File: src/rtl/irq_pin_pkg.sv
package irq_pin_pkg;
  localparam int VEC_W  = 8;
  localparam int DLV_W  = 3;
  localparam int DEST_W = 16;

  localparam logic [31:0] MSG_BASE = 32'hFEE0_0000;
  localparam int DEST_LSB  = 4;
  localparam int DMODE_BIT = 2;
  localparam int DLV_LSB   = 8;
  localparam int TRIG_BIT  = 15;

  function automatic logic [31:0] form_addr(input logic [DEST_W-1:0] dest,
                                            input logic dm);
    return MSG_BASE | (32'(dest) << DEST_LSB) | (32'(dm) << DMODE_BIT);
  endfunction

  function automatic logic [31:0] form_data(input logic [VEC_W-1:0] vec,
                                            input logic [DLV_W-1:0] dlv,
                                            input logic lvl);
    return 32'(vec) | (32'(dlv) << DLV_LSB) | (32'(lvl) << TRIG_BIT);
  endfunction
endpackage

File: src/rtl/irq_pin_slot.sv
module irq_pin_slot
  import irq_pin_pkg::*;
(
  input  logic             clk,
  input  logic             rst_n,
  input  logic             req,
  input  logic             mask,
  input  logic             level,
  input  logic [VEC_W-1:0] vector,
  input  logic             eoi_valid,
  input  logic [VEC_W-1:0] eoi_vector,
  input  logic             issue,
  output logic             eligible,
  output logic             pend,
  output logic             remote
);
  logic req_q;
  logic rise;
  logic eoi_hit;

  assign rise    = req & ~req_q;
  assign eoi_hit = eoi_valid && (vector == eoi_vector);

  always_ff @(posedge clk) begin
    if (!rst_n) begin
      req_q  <= 1'b0;
      pend   <= 1'b0;
      remote <= 1'b0;
    end else begin
      req_q <= req;
      // request flag: level follows the pin; edge latches unmasked rises
      if (level)               pend <= req;
      else if (rise && !mask)  pend <= 1'b1;
      else if (issue)          pend <= 1'b0;
      // remote-pending only lives in level mode
      if (!level)              remote <= 1'b0;
      else if (issue)          remote <= 1'b1;
      else if (eoi_hit)        remote <= 1'b0;
    end
  end

  assign eligible = pend & ~mask & (~level | ~remote);
endmodule

File: src/rtl/irq_first_pick.sv
module irq_first_pick #(
  parameter int N = 24,
  localparam int IDX_W = (N > 1) ? $clog2(N) : 1
) (
  input  logic [N-1:0]     cand,
  output logic             found,
  output logic [IDX_W-1:0] idx
);
  always_comb begin
    found = 1'b0;
    idx   = '0;
    for (int i = N - 1; i >= 0; i--) begin
      if (cand[i]) begin
        found = 1'b1;
        idx   = IDX_W'(i);
      end
    end
  end
endmodule

File: src/rtl/irq_msg_stage.sv
module irq_msg_stage (
  input  logic        clk,
  input  logic        rst_n,
  input  logic        load,
  input  logic        fill,
  input  logic [31:0] addr_in,
  input  logic [31:0] data_in,
  output logic        valid,
  output logic [31:0] addr,
  output logic [31:0] data
);
  always_ff @(posedge clk) begin
    if (!rst_n) begin
      valid <= 1'b0;
      addr  <= '0;
      data  <= '0;
    end else if (load) begin
      valid <= fill;
      if (fill) begin
        addr <= addr_in;
        data <= data_in;
      end
    end
  end
endmodule

File: src/rtl/irq_pin_router.sv
module irq_pin_router
  import irq_pin_pkg::*;
#(
  parameter int NPINS = 24
) (
  input  logic                    clk,
  input  logic                    rst_n,
  input  logic [NPINS-1:0]        pin_req,
  input  logic [NPINS-1:0]        cfg_mask,
  input  logic [NPINS-1:0]        cfg_level,
  input  logic [NPINS*VEC_W-1:0]  cfg_vector,
  input  logic [NPINS*DLV_W-1:0]  cfg_dlv,
  input  logic [NPINS-1:0]        cfg_dmode,
  input  logic [NPINS*DEST_W-1:0] cfg_dest,
  input  logic                    eoi_valid,
  input  logic [VEC_W-1:0]        eoi_vector,
  output logic                    msg_valid,
  input  logic                    msg_ready,
  output logic [31:0]             msg_addr,
  output logic [31:0]             msg_data
);
  localparam int IDX_W = $clog2(NPINS);

  logic [NPINS-1:0] eff_req;
  logic [NPINS-1:0] elig;
  logic [NPINS-1:0] pend;
  logic [NPINS-1:0] remote;
  logic [NPINS-1:0] issue;
  logic             found;
  logic [IDX_W-1:0] sel;
  logic             load;
  logic [31:0]      addr_in;
  logic [31:0]      data_in;

  // pin 0 folds onto pin 2; slot 0 never sees a request
  for (genvar g = 0; g < NPINS; g++) begin : g_slot
    if (g == 0) begin : g_fold
      assign eff_req[g] = 1'b0;
    end else if (g == 2) begin : g_merge
      assign eff_req[g] = pin_req[2] | pin_req[0];
    end else begin : g_plain
      assign eff_req[g] = pin_req[g];
    end

    irq_pin_slot u_slot (
      .clk        (clk),
      .rst_n      (rst_n),
      .req        (eff_req[g]),
      .mask       (cfg_mask[g]),
      .level      (cfg_level[g]),
      .vector     (cfg_vector[g*VEC_W +: VEC_W]),
      .eoi_valid  (eoi_valid),
      .eoi_vector (eoi_vector),
      .issue      (issue[g]),
      .eligible   (elig[g]),
      .pend       (pend[g]),
      .remote     (remote[g])
    );
  end

  irq_first_pick #(.N(NPINS)) u_pick (
    .cand  (elig),
    .found (found),
    .idx   (sel)
  );

  assign load  = ~msg_valid | msg_ready;
  assign issue = (load && found) ? (NPINS'(1) << sel) : '0;

  assign addr_in = form_addr(cfg_dest[sel*DEST_W +: DEST_W], cfg_dmode[sel]);
  assign data_in = form_data(cfg_vector[sel*VEC_W +: VEC_W],
                             cfg_dlv[sel*DLV_W +: DLV_W], cfg_level[sel]);

  irq_msg_stage u_stage (
    .clk     (clk),
    .rst_n   (rst_n),
    .load    (load),
    .fill    (found),
    .addr_in (addr_in),
    .data_in (data_in),
    .valid   (msg_valid),
    .addr    (msg_addr),
    .data    (msg_data)
  );
endmodule

File: config.mk
export PLATFORM = sky130hd
export DESIGN_NAME = irq_pin_router
export DESIGN_NICKNAME = d
export VERILOG_FILES = /design/src/rtl/irq_pin_pkg.sv /design/src/rtl/irq_pin_slot.sv /design/src/rtl/irq_first_pick.sv /design/src/rtl/irq_msg_stage.sv /design/src/rtl/irq_pin_router.sv
export SDC_FILE = /design/constraint.sdc
export NUM_CORES = 1
export LEC_CHECK = 0
export BUFFER_PORTS_ARGS = -buffer_cell sky130_fd_sc_hd__buf_4
export CORE_AREA = 5 5 318 320
export CTS_BUF_LIST = sky130_fd_sc_hd__clkbuf_8
export CTS_CLUSTER_DIAMETER = 50
export DETAILED_ROUTE_END_ITERATION = 10
export DIE_AREA = 0 0 323 325
export PLACE_DENSITY_LB_ADDON = 0.25
export SYNTH_ARGS = -nofsm -noshare
export SYNTH_HDL_FRONTEND = slang
export SYNTH_SLANG_ARGS = --single-unit
File: constraint.sdc
create_clock -name clk -period 9 [get_ports clk]
set_clock_uncertainty 0.1 [all_clocks]
set_input_delay 1.8 -clock clk [delete_from_list [all_inputs] [get_ports clk]]
set_output_delay 1.8 -clock clk [all_outputs]
set_load 0.02 [all_outputs]
=== Word-level counts from Yosys, hierarchy flattened ===
Index checks and enable logic that the tools add are counted.

* Register bits after elaboration: 134
* Bits in latches: 0
* Memory bits (writable): 0
* Memory bits (read-only): 0
* Input bits: 756
* Memories: 0

* Add/sub/neg operators: 0
* $mul: 1
* Div/mod/pow operators: 0
* $lt $le $gt $ge: 1
* Equality and inequality tests: 23
* Shift-type cells: 4
* Muxes and demuxes: 166
* Bitwise logic cells: 190
* Reduce and logical (&&, ||, !) cells: 140

{| class="wikitable"
|+ Operator list
! operator !! number
|-
| $shiftx A384 B10 Y16 || 1
|-
| $shiftx A192 B9 Y8 || 1
|-
| $eq A8 B8 Y1 || 23
|-
| $mux W1 || 140
|-
| $mux W5 || 23
|-
| $not A1 Y1 || 93
|-
| $shiftx A72 B8 Y3 || 1
|-
| $and A1 B1 Y1 || 69
|-
| $reduce_bool A3 Y1 || 23
|-
| $reduce_and A2 Y1 || 24
|-
| $logic_and A1 B1 Y1 || 47
|-
| $reduce_bool A2 Y1 || 23
|-
| $or A32 B16 Y32 || 1
|-
| $or A32 B3 Y32 || 1
|-
| $or A1 B1 Y1 || 25
|-
| $mux W24 || 1
|-
| $shl A1 B5 Y24 const A || 1
|-
| $logic_not A1 Y1 || 23
|-
| $or A8 B11 Y11 || 1
|-
| $bmux W1 S5 || 2
|-
| $mul A5 B2 Y7 const B || 1
|-
| $lt A5 B6 Y1 const B || 1
|}

=== Depth between registers and ports, before layout ===
* Depth after elaboration: 31
* Mapped depth: 14
* Mapped depth without buffers: 9

=== Modules after synthesis ===
Synthesis repeated with hierarchy kept, for this count alone.

* Cells, all modules: 1548
* Area total of the unflattened synthesis: 13858.3 µm²

{| class="wikitable"
|+ By module, submodules not included
! module !! times used !! cells an instance !! area an instance (µm²) !! seq. area each (µm²)
|-
| irq_pin_router || 1 || 654 || 6029.5 || 0.0
|-
| irq_pin_slot || 24 || 23 || 202.7 || 60.1
|-
| irq_msg_stage || 1 || 295 || 2672.6 || 1301.2
|-
| irq_first_pick || 1 || 47 || 291.5 || 0.0
|}

=== Worst setup path before layout ===
Ideal clock, no wire load.

* Path kind: input-to-reg
* Start point: input port cfg_mask[23]
* End point: register u_stage.data[0]
* Library setup time: 0.122 ns
* Data arrival time: 4.021 ns
* Slack: 4.757 ns
* Stages: 12
* Buffers on the path: 3
* Cell sequence: nand2b_1 a211o_1 a221oi_2 o221ai_2 a21o_1 buf_6 buf_6 buf_6 a31o_2 a2111oi_2 a211oi_1 a311o_1

* Cells in the longest elaborated chain, start to end: 29

{| class="wikitable"
|+ RTL lines
! what !! line !! RTL
|-
| start, declared || irq_pin_router.sv:9 || <nowiki>input logic [NPINS-1:0] cfg_mask,</nowiki>
|-
| $not A1 Y1 * || irq_pin_slot.sv:42 || <nowiki>assign eligible = pend & ~mask & (~level | ~remote);</nowiki>
|-
| $and A1 B1 Y1 * (2 in series) || irq_pin_slot.sv:42 ||
|-
| $mux W5 (23 in series) || irq_first_pick.sv:13 || <nowiki>if (cand[i]) begin</nowiki>
|-
| $shiftx A192 B9 Y8 || irq_pin_router.sv:71 || <nowiki>assign data_in = form_data(cfg_vector[sel*VEC_W +: VEC_W],</nowiki>
|-
| $or A8 B11 Y11 || irq_pin_pkg.sv:20 || <nowiki>return 32'(vec) | (32'(dlv) << DLV_LSB) | (32'(lvl) << TRIG_BIT);</nowiki>
|-
| $or A32 B16 Y32 || irq_pin_pkg.sv:20 ||
|-
| end signal, assigned || irq_msg_stage.sv:21 || <nowiki>data <= data_in;</nowiki>
|-
| end, declared || irq_msg_stage.sv:10 || <nowiki>output logic [31:0] data</nowiki>
|}

Every way passes the cells marked *; elsewhere a longest branch is shown, timed or not.
A chain may end at the register's enable or synchronous reset.

=== Worst setup path after layout ===
* Start point: input port cfg_level[16]
* End point: register u_stage.addr[17]

* Cells in the longest elaborated chain, start to end: 21

{| class="wikitable"
|+ RTL lines
! what !! line !! RTL
|-
| start, declared || irq_pin_router.sv:10 || <nowiki>input logic [NPINS-1:0] cfg_level,</nowiki>
|-
| $not A1 Y1 * || irq_pin_slot.sv:42 ||
|-
| $or A1 B1 Y1 * || irq_pin_slot.sv:42 ||
|-
| $and A1 B1 Y1 * || irq_pin_slot.sv:42 ||
|-
| $mux W5 (16 in series) || irq_first_pick.sv:13 ||
|-
| $shiftx A384 B10 Y16 || irq_pin_router.sv:70 || <nowiki>assign addr_in = form_addr(cfg_dest[sel*DEST_W +: DEST_W], cfg_dmode[sel]);</nowiki>
|-
| $or A32 B3 Y32 || irq_pin_pkg.sv:14 || <nowiki>return MSG_BASE | (32'(dest) << DEST_LSB) | (32'(dm) << DMODE_BIT);</nowiki>
|-
| end signal, assigned || irq_msg_stage.sv:20 || <nowiki>addr <= addr_in;</nowiki>
|-
| end, declared || irq_msg_stage.sv:9 || <nowiki>output logic [31:0] addr,</nowiki>
|}

Marked as above.

==> results.sh <==
export IMPL_busiest_layer="met2"
export IMPL_synth_seq_area_share_pct=15.5
export IMPL_dp_hpwl_um=98400
export IMPL_yosysTopAreaCell="dfxtp_1"
export IMPL_dr_pass1_iters=5
export IMPL_r2r_slack_ps=3970
export IMPL_synth_cell_type_count=86
export IMPL_fill_cells=11200
export IMPL_nets=3189
export IMPL_ys_warn_count=0
export IMPL_post_cts_resized=0
export IMPL_worst_setup_path_end_kind="flop"
export IMPL_timing_fmax_mhz=162
export IMPL_rows=115
export IMPL_synth_area_leaders="dfxtp_1 (15%), xor2_1 (11%), nand3_1 (4.1%)"
export IMPL_cts_tree="yes"
export IMPL_multi_input_area_sq_um=10000
export IMPL_layout_area_seq_sq_um=2000
export IMPL_clkLatencyLatePin_ps=460
export IMPL_synth_most_common_cell="xor2_1"
export IMPL_numPortBuffers=794
export IMPL_crit_type="in -> reg"
export IMPL_synth_main_ff_cell="dfxtp_1"
export IMPL_required_ps=9310
export IMPL_syn_area_sq_um=12900
export IMPL_drtIter0Drc=1215
export IMPL_status="finished, final reports clean"
export IMPL_relSlewSlack_pct=20.7
export IMPL_grt_pass1_vias=18800
export IMPL_die_h_um=325
export IMPL_synth_edf_count=0
export IMPL_routed_via_density=4.81
export IMPL_grt_antenna_before_repair=21
export IMPL_final_max_slew_viol_count=0
export IMPL_tightest_slew_ps=1160
export IMPL_place_gp_congestion=0.870
export IMPL_grt_use_total_pct=21.9
export IMPL_synthArstFlopShare_pct=0
export IMPL_coreArea_sq_um=97800
export IMPL_synth_top_cell_area_share_pct=15.5
export IMPL_worstPathArrival_ps=6470
export IMPL_tns_ps=0
export IMPL_die_w_um=323
export IMPL_powerDensity_nw_per_um2=151
export IMPL_ant_nets=0
export IMPL_cts_root_buf="clkbuf_8"
export IMPL_wl_um=122000
export IMPL_area_growth_pct=57.7
export IMPL_cts_sink_count=100
export IMPL_synth_commonest_cells="xor2_1 (161), nand2_1 (122), nand3_1 (107), dfxtp_1 (100), clkbuf_1 (89)"
export IMPL_clk_pin_slew_worst_paths_ps=140
export IMPL_htreeDepth=3
export IMPL_critPathMaxFanout=17
export IMPL_met1_usage_pct=25.6
export IMPL_worstHoldPathType="reg -> reg"
export IMPL_synth_seq_cells=100
export IMPL_grt_max_degree=114
export IMPL_ios=821
export IMPL_ctsHoldBuffers=0
export IMPL_post_route_period_util_pct=68.5
export IMPL_grt_pass1_wl_um=160000
export IMPL_met3_usage_pct=3.94
export IMPL_gr_total_overflow=0
export IMPL_cts_buffer_depth=2
export IMPL_start_kind="input pin"
export IMPL_post_cts_buffers=0
export IMPL_drc=0
export IMPL_globalRouteMet2Util_pct=39.9
export IMPL_final_hold_viol_count=0
export IMPL_post_route_min_period_ps=6160
export IMPL_layout_drive_gt1_share_pct=39.0
export IMPL_syn_area_per_cell_sq_um=7.36
export IMPL_p_leak_nw=8.49
export IMPL_routed_wire_length_per_instance_um=32.6
export IMPL_final_util_pct=20.8
export IMPL_syn_inst=1756
export IMPL_setup_viol=0
export IMPL_maxCapViolCount=0
export IMPL_vias=18000
export IMPL_fin_total_pwr_mw=3.07
export IMPL_start_util_pct=13.2
export IMPL_max_vdd_ir_drop_uv=81.6
export IMPL_cts_made_buffers=9
export IMPL_dieArea_sq_um=105000
export IMPL_rsz0062_at_grt="no"
final cells by class:
type	count	share of cell area (%)
Antenna cell	14	0.172
Clock inverter	6	0.350
Timing Repair Buffer	853	31.7
Clock buffer	10	0.675
Tap cell	1287	7.90
Sequential cell	100	9.82
Inverter	18	0.331
Multi-Input combinational cell	1451	49.1
cells by family after synthesis:
| kind of cell | Yosys count | synth area share (%) |
|---|---|---|
| xor+xnor | 184 | 12.5 |
| mux | 27 | 2.12 |
| other cells | 1 | 0.0290 |
| buf+inv | 229 | 8.98 |
| simple gates | 668 | 28.1 |
| flops | 100 | 15.5 |
| compound gates | 547 | 32.9 |
placed cells by master (no fill, tap or decap), types with 18 or more instances in the layout:
cell | Yosys | routed
a31o_2 | 19 | 19
nand4_1 | 34 | 34
nor2_1 | 59 | 54
buf_4 | 46 | 849
a221oi_1 | 48 | 48
o21ai_0 | 58 | 57
and3_1 | 79 | 79
nor3_1 | 58 | 57
a31oi_1 | 31 | 31
or3_1 | 67 | 67
nand3_1 | 107 | 106
conb_1 | 1 | 25
xnor2_1 | 23 | 23
nand2_1 | 122 | 121
a22oi_1 | 43 | 43
nor2b_1 | 19 | 19
o31ai_1 | 30 | 30
xor2_1 | 161 | 161
a211o_1 | 19 | 18
a311oi_1 | 19 | 19
and2_1 | 32 | 32
nor4_1 | 32 | 31
a21oi_1 | 85 | 83
dfxtp_1 | 100 | 100
mux2i_1 | 24 | 24
path summary, 6_finish.rpt:
check / startpoint / end / cells after the start
max: cfg_level[16] / u_stage.addr[17]$_SDFFE_PN0P_ / 11
min: g_slot[11].u_slot.pend$_SDFFE_PN0P_ / g_slot[11].u_slot.pend$_SDFFE_PN0P_ / 2
max reg2reg: g_slot[16].u_slot.remote$_SDFFE_PN0P_ / u_stage.addr[17]$_SDFFE_PN0P_ / 10
min reg2reg: g_slot[11].u_slot.pend$_SDFFE_PN0P_ / g_slot[11].u_slot.pend$_SDFFE_PN0P_ / 2
flip-flops by register name, indices dropped and copies added, names as in the netlist:
signal                cells
u_stage.addr             18
u_stage.valid             1
g_slot.u_slot.pend       23
u_stage.data             12
g_slot.u_slot.remote     23
g_slot.u_slot.req_q      23
metal layers:
metal | up-vias | wire [um]
met4 | 8 | 4780
met5 | - | 45
met2 | 875 | 62300
met1 | 8868 | 47400
li1 | 8072 | -
met3 | 156 | 7360
power by group:
part	switching [mW]	internal, mW	leakage, nW
Combinational	1.39	0.730	7.56
Clock	0.232	0.140	0.105
Sequential	0.0731	0.499	0.825
critical path, stage by stage:
cell       delay (ps)
buf_4             130
nand2_1           130
a22o_1            310
a2111oi_0        1010
o21ai_1           360
a211oi_4         1020
buf_4             450
o31a_1            300
o221ai_1          150
o211ai_1          540
a221o_1           250
through the flow:
stage | setup WS (ps) | hold WS, ps | area [sq um] | cells
floorplan | 4760 | 331 | 13000 | 1780
global placement | 2430 | 338 | 20100 | 3709
detailed placement | 2360 | 344 | 20100 | 3709
CTS | 2920 | 361 | 20300 | 3725
global route | 2850 | 380 | 20400 | 3734
finish | 2840 | 357 | 20400 | 3739
Note: power is estimated with default switching activity, not from simulation.
